==> src/rtl/irqc_pkg.sv <==
package irqc_pkg;
  typedef enum logic {BASE_LOW = 1'b0, BASE_BOOT = 1'b1} vec_base_e;
endpackage

==> src/rtl/irqc_flags.sv <==
module irqc_flags #(
  parameter int N = 6,
  parameter logic [N-1:0] EDGE_MASK = '1
) (
  input  logic         clk,
  input  logic         rst_n,
  input  logic [N-1:0] src_in,
  input  logic [N-1:0] wr_clr,
  input  logic [N-1:0] ack,
  output logic [N-1:0] flags,
  output logic [N-1:0] raw_pend
);
  for (genvar i = 0; i < N; i++) begin : g_src
    if (EDGE_MASK[i]) begin : g_edge
      logic prev_q, flag_q, rise;
      assign rise = src_in[i] & ~prev_q;
      always_ff @(posedge clk) begin
        if (!rst_n) begin
          prev_q <= 1'b0;
          flag_q <= 1'b0;
        end else begin
          prev_q <= src_in[i];
          // a fresh edge beats a clear in the same cycle
          flag_q <= (flag_q & ~wr_clr[i] & ~ack[i]) | rise;
        end
      end
      assign flags[i]    = flag_q;
      assign raw_pend[i] = flag_q;
    end else begin : g_level
      logic unused_lvl;
      assign unused_lvl  = wr_clr[i] ^ ack[i];
      assign flags[i]    = 1'b0;
      assign raw_pend[i] = src_in[i];
    end
  end
endmodule

==> src/rtl/irqc_prio.sv <==
module irqc_prio #(
  parameter int N = 6,
  localparam int IW = (N > 1) ? $clog2(N) : 1
) (
  input  logic [N-1:0]  req,
  output logic          any,
  output logic [IW-1:0] idx,
  output logic [N-1:0]  onehot
);
  always_comb begin
    idx = '0;
    for (int i = N - 1; i >= 0; i--) begin
      if (req[i]) idx = IW'(i);
    end
    any    = |req;
    onehot = any ? (N'(1) << idx) : '0;
  end
endmodule

==> src/rtl/irqc_gate.sv <==
module irqc_gate (
  input  logic clk,
  input  logic rst_n,
  input  logic gie_set,
  input  logic gie_clr,
  input  logic reti,
  input  logic retired,
  input  logic take,
  output logic gie,
  output logic holdoff
);
  logic arm;
  assign arm = (gie_set | reti) & ~gie_clr;

  always_ff @(posedge clk) begin
    if (!rst_n) begin
      gie     <= 1'b0;
      holdoff <= 1'b0;
    end else begin
      if (take || gie_clr) gie <= 1'b0;
      else if (gie_set || reti) gie <= 1'b1;

      if (take) holdoff <= 1'b0;
      else if (arm) holdoff <= 1'b1;
      else if (retired) holdoff <= 1'b0;
    end
  end
endmodule

==> src/rtl/irq_vector_arbiter.sv <==
module irq_vector_arbiter
  import irqc_pkg::*;
#(
  parameter int N = 6,
  parameter int AW = 13,
  parameter logic [N-1:0] EDGE_MASK = 6'b001111,
  parameter logic [AW-1:0] BOOT_BASE = 13'h1C00,
  localparam int IW = (N > 1) ? $clog2(N) : 1
) (
  input  logic          clk,
  input  logic          rst_n,
  input  logic [N-1:0]  src_in,
  input  logic [N-1:0]  src_en,
  input  logic [N-1:0]  flag_clr,
  input  logic          gie_set,
  input  logic          gie_clr,
  input  logic          reti,
  input  logic          retired,
  input  logic          vec_sel,
  output logic          irq_req,
  input  logic          irq_take,
  output logic [AW-1:0] irq_vec,
  output logic [N-1:0]  irq_ack,
  output logic          gie,
  output logic [N-1:0]  pend_flags
);
  logic [N-1:0]  raw_pend, armed, win_oh;
  logic          any, holdoff, take;
  logic [IW-1:0] win_idx;
  logic [AW-1:0] base;
  vec_base_e     base_sel;

  irqc_flags #(.N(N), .EDGE_MASK(EDGE_MASK)) u_flags (
    .clk(clk), .rst_n(rst_n), .src_in(src_in), .wr_clr(flag_clr),
    .ack(irq_ack), .flags(pend_flags), .raw_pend(raw_pend)
  );

  assign armed = raw_pend & src_en;

  irqc_prio #(.N(N)) u_prio (
    .req(armed), .any(any), .idx(win_idx), .onehot(win_oh)
  );

  irqc_gate u_gate (
    .clk(clk), .rst_n(rst_n), .gie_set(gie_set), .gie_clr(gie_clr),
    .reti(reti), .retired(retired), .take(take), .gie(gie), .holdoff(holdoff)
  );

  assign base_sel = vec_base_e'(vec_sel);
  always_comb begin
    case (base_sel)
      BASE_BOOT: base = BOOT_BASE;
      default:   base = '0;
    endcase
  end

  assign irq_req = gie & ~holdoff & ~gie_clr & any;
  assign take    = irq_req & irq_take;
  assign irq_ack = take ? win_oh : '0;
  assign irq_vec = base + ((AW'(win_idx) + AW'(1)) << 1);
endmodule

==> config.mk <==
export PLATFORM = sky130hd
export DESIGN_NAME = irq_vector_arbiter
export DESIGN_NICKNAME = d
export VERILOG_FILES = /design/src/rtl/irqc_pkg.sv /design/src/rtl/irqc_flags.sv /design/src/rtl/irqc_prio.sv /design/src/rtl/irqc_gate.sv /design/src/rtl/irq_vector_arbiter.sv
export SDC_FILE = /design/constraint.sdc
export NUM_CORES = 1
export LEC_CHECK = 0
export ABC_AREA = 1
export BUFFER_PORTS_ARGS = -buffer_cell sky130_fd_sc_hd__buf_2
export CAP_MARGIN = 30
export CELL_PAD_IN_SITES_DETAIL_PLACEMENT = 1
export CELL_PAD_IN_SITES_GLOBAL_PLACEMENT = 1
export CORE_MARGIN = 4
export CORE_UTILIZATION = 27
export DETAILED_ROUTE_END_ITERATION = 10
export MAX_ROUTING_LAYER = met4
export PLACE_DENSITY_LB_ADDON = 0.1
export REMOVE_ABC_BUFFERS = 1
export SLEW_MARGIN = 25
export SYNTH_ARGS = -nofsm -noshare
export SYNTH_HDL_FRONTEND = slang
export SYNTH_HIERARCHICAL = 1
export SYNTH_SLANG_ARGS = --single-unit
==> constraint.sdc <==
create_clock -name clk -period 1.45 [get_ports clk]
set_input_delay 0.0725 -clock clk [delete_from_list [all_inputs] [get_ports clk]]
set_output_delay 0.0725 -clock clk [all_outputs]
set_load 0.02 [all_outputs]
==> results.sh <==
export IMPL_status="finished with violations"
export IMPL_violations="negative setup slack"
export IMPL_crit_chain="nand2_2, inv_2, inv_1, nand2_2, nand2_4, nand2_4, inv_4, ha_4, xor2_1, buf_4"
export IMPL_wire_per_inst_um=8.87
export IMPL_clkTransAtPathRegs_ps=60
export IMPL_clock_sinks=10
export IMPL_drc_errors=0
export IMPL_r2r_start="u_flags/g_src[3].g_edge.flag_q$_SDFF_PN0_"
export IMPL_synth_warnings=6
export IMPL_crit_path_start="u_flags/g_src[2].g_edge.flag_q$_SDFF_PN0_"
export IMPL_switching_share_pct=35.0
export IMPL_clkPwrFrac_pct=22.5
export IMPL_fin_ws_ps=-107
export IMPL_cts_tree="built"
export IMPL_period_share_pct=107
export IMPL_initial_utilization_pct=28.3
export IMPL_timing_fmax_mhz=642
export IMPL_period_needed_ps=1560
export IMPL_final_common_cell="buf_2"
export IMPL_avgSynthCellArea_sq_um=5.95
export IMPL_pwr_share_comb_pct=39.2
export IMPL_setup_viol=9
export IMPL_cp_end_kind="output port"
export IMPL_via_count=832
export IMPL_synthCells=145
export IMPL_clk_latency_ps=250
export IMPL_nets=207
export IMPL_powerDensity_nw_per_um2=660
export IMPL_overflow=0
export IMPL_antenna_left=0
export IMPL_required_ps=1380
export IMPL_multi_input_area_sq_um=464
export IMPL_groute_usage_overall_pct=10.0
export IMPL_routed_wl_mm=1.97
export IMPL_power_net_switching_uw=280
export IMPL_final_cell_mix="buf_2, nand2_1, inv_1, inv_2"
export IMPL_grt_first_pass_wirelength_mm=3.23
export IMPL_cts_buffer_depth=2
export IMPL_crit_fanout=3
export IMPL_fin_hold_ws_ps=12.5
export IMPL_netlist_area_sq_um=863
export IMPL_worst_setup_path_type="reg -> out"
export IMPL_grt_pass1_vias=784
export IMPL_row_count=20
export IMPL_gp_congestion=0.704
export IMPL_dr_pass1_iters=2
export IMPL_startpoint_type="register"
export IMPL_ys_top_cells_by_area="dfxtp_1, buf_4, nand2_1"
export IMPL_worstPathArrival_ps=1480
export IMPL_ir_drop_uv=367
export IMPL_die_height_um=64.5
export IMPL_dp_slack_ps=-2.37
export IMPL_core_sq_um=3050
export IMPL_antenna_found_initial=0
export IMPL_dieArea_sq_um=4170
export IMPL_layout_drive_gt1_share_pct=57.9
export IMPL_drv_cap=0
export IMPL_post_route_util_pct=39.8
export IMPL_hpwlAfterDp_mm=1.64
export IMPL_numCtsBuffers=3
export IMPL_finalClockSkew_ps=1.14
export IMPL_yosysTopAreaCellShare_pct=23.2
export IMPL_worstHoldStart="src_in[2]"
export IMPL_finalHoldViolCount=0
export IMPL_io_pins=53
export IMPL_p_leak_nw=0.680
export IMPL_p_int_uw=521
export IMPL_fill_cells=418
export IMPL_die_x_um=64.5
export IMPL_area_growth_pct=40.6
export IMPL_rsz0062_at_grt="yes"
export IMPL_numPortBuffers=38
export IMPL_cts_htree_levels=1
export IMPL_synth_seq_cells=10
export IMPL_root_buffer="clkbuf_4"
export IMPL_grt_max_degree=9
export IMPL_hold_path_class="in -> reg"
export IMPL_crit_path_top_delay_cell="dfxtp_2"
export IMPL_drtIter0Drc=4
export IMPL_antennaDiodeCount=0
export IMPL_post_synth_num_cell_types=20
export IMPL_cp_slowest_stage_delay_ps=340
export IMPL_synth_area_leader_cell="dfxtp_1"
export IMPL_slew_viol_final=0
export IMPL_p_seq_share_pct=38.3
export IMPL_ff_latch_area_sq_um=205
export IMPL_ys_seq_area_share_pct=23.2
export IMPL_viasPerCell=3.75
==> Yosys cell counts <==
library cell,n
nand4_1,1
nand3_2,1
inv_2,10
dfxtp_1,10
a21oi_2,1
nand2_1,33
conb_1,2
inv_1,31
nor2_2,8
xor2_1,1
clkbuf_1,1
nor2_1,17
nand3_1,1
nor3_2,1
nand2_2,2
nor3_1,1
nand3_4,1
and2_1,1
ha_1,1
buf_4,21
==> metal layers <==
layer  track usage (%)  vias to the layer above  share of wire (%)
met5                 -                        -                  0
met4              3.96                        0               0.66
met3              2.25                        2                7.4
met2              15.5                       27                 49
met1              12.8                      358                 43
li1                  -                      445                  -
==> worst paths after layout <==
check                                                    to  slack, ps  depth (start not counted)
setup / recovery                                 irq_vec[3]       -110                         10
hold / removal    u_flags/g_src[2].g_edge.prev_q$_SDFF_PN0_         10                          3
setup reg to reg                    u_gate/gie$_SDFFE_PP0P_         10                         12
hold reg to reg   u_flags/g_src[1].g_edge.flag_q$_SDFF_PN0_        460                          3
==> cell type report <==
cell class                      count  area share (%)
Inverter                           41            13.3
Sequential cell                    10            16.9
Multi-Input combinational cell     78            38.2
Tap cell                           44            4.54
Timing Repair Buffer               46            25.2
Clock buffer                        3            1.86
==> metrics by stage <==
stage	total power, mW	instance area (sq um)	setup TNS, ps	cells
2_1_floorplan	0.466	724	-805	129
3_3_place_gp	0.542	977	0	212
3_5_place_dp	0.548	977	-2.37	212
4_1_cts	0.798	1160	-888	221
5_1_grt	0.876	1210	-2180	222
6_report	0.801	1210	-592	222
==> power by group through the flow <==
stage	Clock, mW	Sequential, mW	Combinational [mW]
finish	0.180	0.307	0.314
global route	0.218	0.310	0.347
CTS	0.197	0.307	0.294
detailed placement	0	0.311	0.237
global placement	0	0.310	0.232
floorplan	0	0.321	0.145
==> critical path: cells and delay by family, from the launching register on <==
kind | cells | cell delay [ps]
DFF | 1 | 340
buffers and inverters | 4 | 320
and+or+nand+nor | 4 | 280
adders and majority gates | 1 | 150
xor gates and xnor gates | 1 | 140
==> registers in the layout (all words and copies together), names as in the netlist <==
register and count:
u_gate/holdoff 1, u_flags/g_src.g_edge.prev_q 4, u_gate/gie 1, u_flags/g_src.g_edge.flag_q 4
==> kinds of logic after synthesis <==
group           after synthesis  share of synthesized area (%)
simple gates                 67                           35.9
buf+inv                      63                           36.5
flops                        10                           23.2
other cells                   2                          0.870
compound gates                1                           1.01
xor+xnor                      1                           1.01
fa+ha+maj                     1                           1.45
==> timing repair <==
item,4_1_cts,5_1_grt
hold buffers,0,0
pin swaps,10,10
setup buffers,6,1
endpoints found under the setup margin,11,16
resized for setup,43,17
Note: power is estimated with default switching activity, not from simulation.
